<file path="config.mk">
export PLATFORM = sky130hd
export DESIGN_NAME = pfvm_insn_decoder
export DESIGN_NICKNAME = d
export VERILOG_FILES = /design/src/rtl/pfvm_dec_pkg.sv /design/src/rtl/pfvm_dec_ctrl.sv /design/src/rtl/pfvm_dec_path.sv /design/src/rtl/pfvm_insn_decoder.sv
export SDC_FILE = /design/constraint.sdc
export NUM_CORES = 1
export LEC_CHECK = 0
export BUFFER_PORTS_ARGS = -buffer_cell sky130_fd_sc_hd__buf_2
export CAP_MARGIN = 15
export CORE_AREA = 2 2 199 103
export CTS_CLUSTER_DIAMETER = 50
export DETAILED_ROUTE_END_ITERATION = 10
export DIE_AREA = 0 0 201 105
export PLACE_DENSITY = 0.73
export SKIP_CTS_REPAIR_TIMING = 1
export SLEW_MARGIN = 0
export SYNTH_ARGS = -nofsm -noshare
export SYNTH_HDL_FRONTEND = slang
export SYNTH_SLANG_ARGS = --single-unit
</file>
<file path="constraint.sdc">
create_clock -name clk -period 4.3 [get_ports clk]
set_clock_uncertainty 0.15 [all_clocks]
set_input_delay 0.43 -clock clk [delete_from_list [all_inputs] [get_ports clk]]
set_output_delay 0.43 -clock clk [all_outputs]
set_load 0.1 [all_outputs]
</file>
<file path="src/rtl/pfvm_dec_pkg.sv">
package pfvm_dec_pkg;
  localparam int SLOT_W = 64;
  localparam int OPC_W  = 8;
  localparam int REG_W  = 4;
  localparam int OFF_W  = 16;
  localparam int IMM_W  = 32;
  localparam int XLEN   = 64;
  localparam int OFF_LO = 2 * OPC_W;
  localparam int IMM_LO = OFF_LO + OFF_W;
  localparam logic [OPC_W-1:0] PAIR_OPC = 8'h18;

  typedef struct packed {
    logic capHold;
    logic capOut;
    logic joinPair;
  } ctrlStrobes_t;

  typedef struct packed {
    logic [OPC_W-1:0] opcode;
    logic [2:0]       cls;
    logic [3:0]       aluCode;
    logic             srcSel;
    logic [2:0]       lsMode;
    logic [1:0]       lsSize;
    logic [REG_W-1:0] dst;
    logic [REG_W-1:0] src;
    logic [XLEN-1:0]  offset;
    logic [XLEN-1:0]  immSext;
    logic [IMM_W-1:0] immRaw;
    logic [XLEN-1:0]  imm64;
    logic             len2;
    logic             illegal;
  } decoded_t;
endpackage

</file>
<file path="src/rtl/pfvm_dec_ctrl.sv">
module pfvm_dec_ctrl
  import pfvm_dec_pkg::*;
(
  input  logic         clk,
  input  logic         rst,
  input  logic         inValid,
  input  logic         outReady,
  input  logic         isPairFirst,
  output logic         inReady,
  output logic         outValid,
  output ctrlStrobes_t strobes
);
  logic pending;
  logic accept;

  assign inReady = !outValid || outReady;
  assign accept  = inValid && inReady;

  always_comb begin
    strobes.joinPair = pending;
    strobes.capHold  = accept && !pending && isPairFirst;
    strobes.capOut   = accept && (pending || !isPairFirst);
  end

  always_ff @(posedge clk) begin
    if (rst) begin
      pending  <= 1'b0;
      outValid <= 1'b0;
    end else begin
      if (strobes.capHold)  pending <= 1'b1;
      else if (accept)      pending <= 1'b0;
      if (strobes.capOut)   outValid <= 1'b1;
      else if (outReady)    outValid <= 1'b0;
    end
  end

  // a held first slot never shows up as an output
  a_r10_first_silent: assert property (@(posedge clk) disable iff (rst)
    strobes.capHold |=> (!outValid && pending));

  // a stalled output is not dropped
  a_r8_keep_valid: assert property (@(posedge clk) disable iff (rst)
    (outValid && !outReady) |=> outValid);
endmodule

</file>
<file path="src/rtl/pfvm_dec_path.sv">
module pfvm_dec_path
  import pfvm_dec_pkg::*;
(
  input  logic              clk,
  input  logic              rst,
  input  logic              bigEndMode,
  input  logic [SLOT_W-1:0] inWord,
  input  ctrlStrobes_t      strobes,
  input  logic              outValid,
  input  logic              outReady,
  output logic              isPairFirst,
  output decoded_t          outBus
);
  logic [SLOT_W-1:0] holdWord;
  logic [SLOT_W-1:0] slotA;
  logic [OPC_W-1:0]  opc;
  logic [2*REG_W-1:0] regByte;
  logic [IMM_W-1:0]  immA;
  logic              isArith;
  decoded_t          dec;

  assign isPairFirst = (inWord[OPC_W-1:0] == PAIR_OPC);
  assign slotA   = strobes.joinPair ? holdWord : inWord;
  assign opc     = slotA[OPC_W-1:0];
  assign regByte = slotA[OFF_LO-1:OPC_W];
  assign immA    = slotA[IMM_LO +: IMM_W];
  assign isArith = opc[2];

  always_comb begin
    dec.opcode  = opc;
    dec.cls     = opc[2:0];
    dec.aluCode = isArith ? opc[7:4] : 4'd0;
    dec.srcSel  = isArith ? opc[3]   : 1'b0;
    dec.lsMode  = isArith ? 3'd0 : opc[7:5];
    dec.lsSize  = isArith ? 2'd0 : opc[4:3];
    if (bigEndMode) begin
      dec.dst = regByte[2*REG_W-1:REG_W];
      dec.src = regByte[REG_W-1:0];
    end else begin
      dec.dst = regByte[REG_W-1:0];
      dec.src = regByte[2*REG_W-1:REG_W];
    end
    dec.offset  = {{(XLEN-OFF_W){slotA[IMM_LO-1]}}, slotA[IMM_LO-1:OFF_LO]};
    dec.immRaw  = immA;
    dec.immSext = {{(XLEN-IMM_W){immA[IMM_W-1]}}, immA};
    dec.len2    = strobes.joinPair;
    dec.imm64   = strobes.joinPair ? {inWord[IMM_LO +: IMM_W], immA} : dec.immSext;
    if (isArith)
      dec.illegal = (opc[7:4] >= 4'hE);
    else
      dec.illegal = (opc[7:5] == 3'd4) || (opc[7:5] == 3'd5) || (opc[7:5] == 3'd7);
    if (strobes.joinPair && (inWord[IMM_LO-1:0] != '0))
      dec.illegal = 1'b1;
  end

  always_ff @(posedge clk) begin
    if (strobes.capHold) holdWord <= inWord;
    if (strobes.capOut)  outBus   <= dec;
  end

  // stalled output holds every field
  a_r8_hold_stable: assert property (@(posedge clk) disable iff (rst)
    (outValid && !outReady) |=> $stable(outBus));

  // a two-slot result always carries the wide-load opcode
  a_r6_pair_opcode: assert property (@(posedge clk) disable iff (rst)
    (outValid && outBus.len2) |-> (outBus.opcode == PAIR_OPC));

  // reserved load/store modes are always flagged
  a_r7_reserved_mode: assert property (@(posedge clk) disable iff (rst)
    (outValid && !outBus.cls[2] && (outBus.lsMode inside {3'd4, 3'd5, 3'd7}))
      |-> outBus.illegal);
endmodule

</file>
<file path="src/rtl/pfvm_insn_decoder.sv">
module pfvm_insn_decoder
  import pfvm_dec_pkg::*;
(
  input  logic              clk,
  input  logic              rst,
  input  logic              bigEndMode,
  input  logic              inValid,
  output logic              inReady,
  input  logic [SLOT_W-1:0] inWord,
  output logic              outValid,
  input  logic              outReady,
  output logic [OPC_W-1:0]  outOpcode,
  output logic [2:0]        outClass,
  output logic [3:0]        outAluCode,
  output logic              outSrcSel,
  output logic [2:0]        outLsMode,
  output logic [1:0]        outLsSize,
  output logic [REG_W-1:0]  outDst,
  output logic [REG_W-1:0]  outSrc,
  output logic [XLEN-1:0]   outOffset,
  output logic [XLEN-1:0]   outImmSext,
  output logic [IMM_W-1:0]  outImmRaw,
  output logic [XLEN-1:0]   outImm64,
  output logic              outLen2,
  output logic              outIllegal
);
  ctrlStrobes_t strobes;
  logic         isPairFirst;
  decoded_t     outBus;

  pfvm_dec_ctrl u_ctrl (
    .clk(clk), .rst(rst), .inValid(inValid), .outReady(outReady),
    .isPairFirst(isPairFirst), .inReady(inReady), .outValid(outValid),
    .strobes(strobes)
  );

  pfvm_dec_path u_path (
    .clk(clk), .rst(rst), .bigEndMode(bigEndMode), .inWord(inWord),
    .strobes(strobes), .outValid(outValid), .outReady(outReady),
    .isPairFirst(isPairFirst), .outBus(outBus)
  );

  assign outOpcode  = outBus.opcode;
  assign outClass   = outBus.cls;
  assign outAluCode = outBus.aluCode;
  assign outSrcSel  = outBus.srcSel;
  assign outLsMode  = outBus.lsMode;
  assign outLsSize  = outBus.lsSize;
  assign outDst     = outBus.dst;
  assign outSrc     = outBus.src;
  assign outOffset  = outBus.offset;
  assign outImmSext = outBus.immSext;
  assign outImmRaw  = outBus.immRaw;
  assign outImm64   = outBus.imm64;
  assign outLen2    = outBus.len2;
  assign outIllegal = outBus.illegal;
endmodule

</file>
# [Yosys cells after proc, flatten, opt, wreduce, memory -nomap -nowiden]
# Cells that the tools add are included.
[totals] ff_bits=241 inputBits=69 out_inout_bits=257 wordCells=45
[classes] n_lt_le_gt_ge=1 eq_ne=4 muxes=8 reduce_logical=15
[op_table] operator="64-bit two-way mux" n=2
[op_table] operator="32-bit nonzero test" n=1
[op_table] operator="3-bit equality test, second input constant" n=3
[op_table] operator="8-bit by 5-bit equality test with 1-bit output, second input constant" n=1
[op_table] operator="8-bit two-way mux" n=1
[op_table] operator="1-bit logical AND" n=5
[op_table] operator="1-bit two-way mux" n=5
[op_table] operator="4-bit greater-or-equal comparator, second input constant" n=1
[op_table] operator="1-bit logical OR" n=4
[op_table] operator="2-bit nonzero test" n=2
[op_table] operator="1-bit logical NOT" n=3

# [Logic depth before layout (Yosys ltp)]
[depth] depth_word=6 mapped_depth=6 depth_no_buf=5

# [Hierarchy]
# A second synthesis with hierarchy kept.
[hier_totals] cells_unflattened=511 area_unflattened_um2=7762.4
[modules_own_cells] mod="pfvm_dec_path" n_inst=1 cells_per_inst=497 area_each_um2=7644.8 seq_area_each_um2=5165.0
[modules_own_cells] mod="pfvm_dec_ctrl" n_inst=1 cells_per_inst=14 area_each_um2=117.6 seq_area_each_um2=40.0

# [Worst setup path after synthesis]
# OpenSTA, ideal clock, no wires.
[synth_timing] path_kind="register -> register" start="register u_ctrl.outValid" end="register u_path.holdWord[0], enable pin" setup_ps=486 arrival_ps=4498 t_required_ps=3664 slack_ps=-835 path_stages_with_launch=4 path_buffers=0 period_less_slack_ps=5135 path_cell_list="dfxtp_1 > nand2b_1 > nand2_1 > nor2_1"
[synth_rtl] element="start, declared" line_no="pfvm_dec_ctrl.sv:10" text="output logic outValid,"
[synth_rtl] element="start signal, assigned" line_no="pfvm_dec_ctrl.sv:28" text="outValid <= 1'b0;"
[synth_rtl] element="start signal, assigned" line_no="pfvm_dec_ctrl.sv:32" text="if (strobes.capOut) outValid <= 1'b1;"
[synth_rtl] element="start signal, assigned" line_no="pfvm_dec_ctrl.sv:33" text="else if (outReady) outValid <= 1'b0;"
[synth_rtl] element="end signal, assigned" line_no="pfvm_dec_path.sv:57" text="if (strobes.capHold) holdWord <= inWord;"
[synth_rtl] element="end, declared" line_no="pfvm_dec_path.sv:14" text="logic [SLOT_W-1:0] holdWord;"

==> results.md <==
Status:
- The flow ran to the end, and the final reports show no timing, DRC or antenna violations.

Setup path:
- The worst endpoint required time is 4.19 ns.
- The end of the worst register-to-register path is u_path.outBus[19].
- For this design, the slowest cell found on the critical path is sky130_fd_sc_hd__buf_4.
- The worst register-to-register path has a setup slack of ~1.7 ns.
- The worst setup path is launched from a flop.
- The startpoint identified for the worst register-to-register timing path is u_ctrl.pending.
- Walking the worst path, the cells encountered are and2b_1, a31o_4, inv_4, buf_4.
- In this design, the stage delay of the slowest critical-path cell is around 0.8 ns.
- The critical path is of the flop to flop type.
- STA classifies the critical path endpoint as a flop.
- For the worst setup path, the data arrival time is 2.49 ns.
- For the worst flop-to-flop path, the logic depth is 4.
- In this run the worst path has a maximum fanout of between 60 and 70.

Synth:
- The area share of the largest cell type after synthesis is 0.674.
- The synthesized netlist occupies a cell area of between 7000 and 8000 um^2.
- The most used flip-flop cell after synthesis is sky130_fd_sc_hd__edfxtp_1.
- Yosys attributes the largest share of cell area to sky130_fd_sc_hd__edfxtp_1 (67%), sky130_fd_sc_hd__buf_4 (15%), sky130_fd_sc_hd__mux2_2 (7.2%).
- A synthesized cell averages approximately 15 um^2.
- The cell count after synthesis came out at approximately 500.
- For this run, the register share of the synthesized area comes to 0.679.
- The netlist uses 24 different library cells.
- The synthesized-area fraction occupied by ao, oa, aoi and oai cells came to 0.00555.
- The mux share of post-synthesis cell area is 0.102.
- The fraction of the mapped netlist area in adder cells is 0.
- The total of flip-flops plus latches after synthesis is about 170.
- Of the total synthesized cell area, the portion taken by AND, OR, NAND and NOR gates is 0.0544.
- The async set-reset flop share out of synthesis is 0.
- Counting every net in the synthesized netlist gives 575.
- The count of yosys warnings during synthesis is 0.
- In the synthesized netlist, the cells that appear most often are sky130_fd_sc_hd__edfxtp_1 (172), sky130_fd_sc_hd__buf_4 (151), sky130_fd_sc_hd__nand2_1 (67), sky130_fd_sc_hd__mux2_2 (49), sky130_fd_sc_hd__nor2_1 (12).
- The most instantiated library cell after synthesis is sky130_fd_sc_hd__edfxtp_1.
- The post-synthesis share of cell area spent on xor and xnor gates is 0.
- The most area-hungry cell type in the Yosys netlist is sky130_fd_sc_hd__edfxtp_1.
- The main combinational cell family by area after synthesis is buffers and inverters.
- Counting flops with a built-in enable in the synthesized netlist gives between 150 and 200.

Layout:
- The final non-filler cell area is 9150 um^2.
- The number of antenna diodes in the final layout is 0.
- Measured on the finished design, the core utilization comes to 0.476.
- Relative to the synthesized area, the layout overhead comes to 19.4%.
- The final layout net count is ~760.
- The non-filler instance count after layout is ~1000.
- The share of post-route cells with drive strength above 1 is 0.601.

Die:
- The floorplan die height is between 100 and 150 um.
- The floorplan has 36 rows.
- The total die area is between 20000 and 25000 um^2.
- The boundary pin count is 326.
- The die is roughly 200 um wide.
- The total core area is 19200 um^2.
- The starting utilization of the core area is 0.398.

STA:
- Setup repair after global routing left no endpoint under its margin.
- Final hold analysis gives a worst-case slack of 0.0512 ns.
- The final-report max-slew violation count came to 0.
- Of the available clock period, the critical path in the final layout requires 0.604.
- The max-slew headroom at the worst pin is 0.386.
- For this run, the top clock speed supported by timing is about 0.38 GHz.
- For the pin with the worst max-slew slack, the measured transition is a little over 0.9 ns.
- The count of endpoints failing hold in the final timing report is 0.
- The post-route minimum period is roughly 2.6 ns.
- The minimum setup slack in the final design is between 1.5 and 2 ns.
- In the final timing run, aggregate negative setup slack is 0 ns.
- The final count of negative-setup-slack endpoints is 0.

Clock network:
- The clock input transition at the sequential cells of the worst setup and hold paths is 0.06 ns.
- TritonCTS built the clock tree.
- In this run the clock root is driven by a sky130_fd_sc_hd__clkbuf_16.
- The TritonCTS buffer count is 17.
- The H-tree depth is 4.
- The maximum count of clock buffers along a single path is 2.
- The number of clock sinks is around 170.
- The clock latency of the later-clocked register in the worst-skew pair is around 0.42 ns.

Min path:
- The min-delay analysis places its worst path in the category input port to flop.
- The worst hold path begins at rst.
- The worst hold path terminates at u_ctrl.pending.
- Along the worst hold path, the cell count comes to 2.

GRT:
- The total overflow reported by the global router is 0.
- The total track usage is 0.152.
- The number of global-route vias before repair is approximately 4200.
- The first global-routing pass estimated around 24000 um of wire.
- The number of antenna violations at the first check in global routing was 0.
- Entering global routing, the biggest net connects 70 pins.

Place:
- The post-placement worst setup slack is about 1.4 ns.
- The placed wire-length estimate after detailed placement is roughly 12000 um.
- The placement-stage cell area is approximately 8500 um^2.
- The count of port buffers added during placement is 325.
- Counting tap cells, the placed design contains a total of 940 instances.
- The final weighted congestion of routability-driven global placement is roughly 0.81.

Drt:
- The first detailed-routing pass took 5 iterations.
- The count of nets left with antenna violations once routing finished came out at 0.
- The starting DRC count in detailed routing is ~280.
- The final routed wire length divided by cell count is approximately 17 um.
- The final wirelength is 16500 um.
- The DRC violations left is 0.
- The final route contains ~4400 vias.
- The ratio of routed vias to standard cells is ~4.5.

Power:
- The leakage power of the design is about 3.8 nW.
- The worst voltage drop across the vdd grid is around 0.00023 V.
- Power spread over the standard cell area amounts to about 580 nW/um^2.
- Power comes to between 5 and 6 mW.

Flow run:
- Across the run, the number of max-cap violations was 0.
## placed cells by master, fill, tap and decap left out, drive strengths merged, types with 4 or more instances in the layout
cell and n:
buf 332, edfxtp 172, nand2 67, mux2 49, clkbuf 19, nor2 12
inv 11, mux4 8, nor4 6, mux2i 5, bufinv 4, clkinv 4
## routing by layer
metal | share of wire | up-vias | GRT usage
met5 | 0 | - | 0
met4 | 0.019 | 0 | 0.0651
met3 | 0.055 | 26 | 0.0434
met2 | 0.54 | 153 | 0.275
met1 | 0.39 | 2163 | 0.167
li1 | - | 2031 | -
## worst max-delay path by stage
stage	from	slack, ns	to
floorplan	u_ctrl.outValid	0.21	u_path.holdWord[0]
global placement	inWord[5]	1.46	u_path.holdWord[41]
detailed placement	inWord[5]	1.39	u_path.holdWord[35]
CTS	u_path.outBus[177]	1.52	outOffset[22]
global route	u_ctrl.pending	1.60	u_path.outBus[15]
finish	u_ctrl.pending	1.70	u_path.outBus[19]
## report_power, final
part / switching, mW / leakage [nW] / internal, mW
combinational: 1.45 / 1.84 / 0.198
clock: 0.636 / 0.299 / 0.978
sequential: 0.0369 / 1.64 / 1.97
## state kept, by name (all words and copies together) (netlist names)
register / cells
u_ctrl.outValid: 1
u_ctrl.pending: 1
u_path.holdWord: 64
u_path.outBus: 108
## worst max-delay path: cells and delay by family, from the launching register on
kind | cells | cell delay (ns)
flip-flops | 1 | 0.34
AO/OA/AOI/OAI | 1 | 0.26
AND/OR/NAND/NOR | 1 | 0.21
buffers and inverters | 2 | 1.20
## layout make-up
type,count,area [um^2]
tap,266,333
timing repair buffer,332,1710
sequential,174,5210
inverter,7,28.8
clock inverter,13,186
multi-input combinational,162,1250
clock buffer,19,433
fill,1660,10100
## logic make-up (layout without fill, tap and decap cells)
logic type | after synthesis | count (layout)
AO/OA/AOI/OAI | 5 | 5
buffers and inverters | 170 | 371
flip-flops | 174 | 174
multiplexers | 62 | 62
AND/OR/NAND/NOR | 95 | 95
Power figures use the tool's default switching activity.
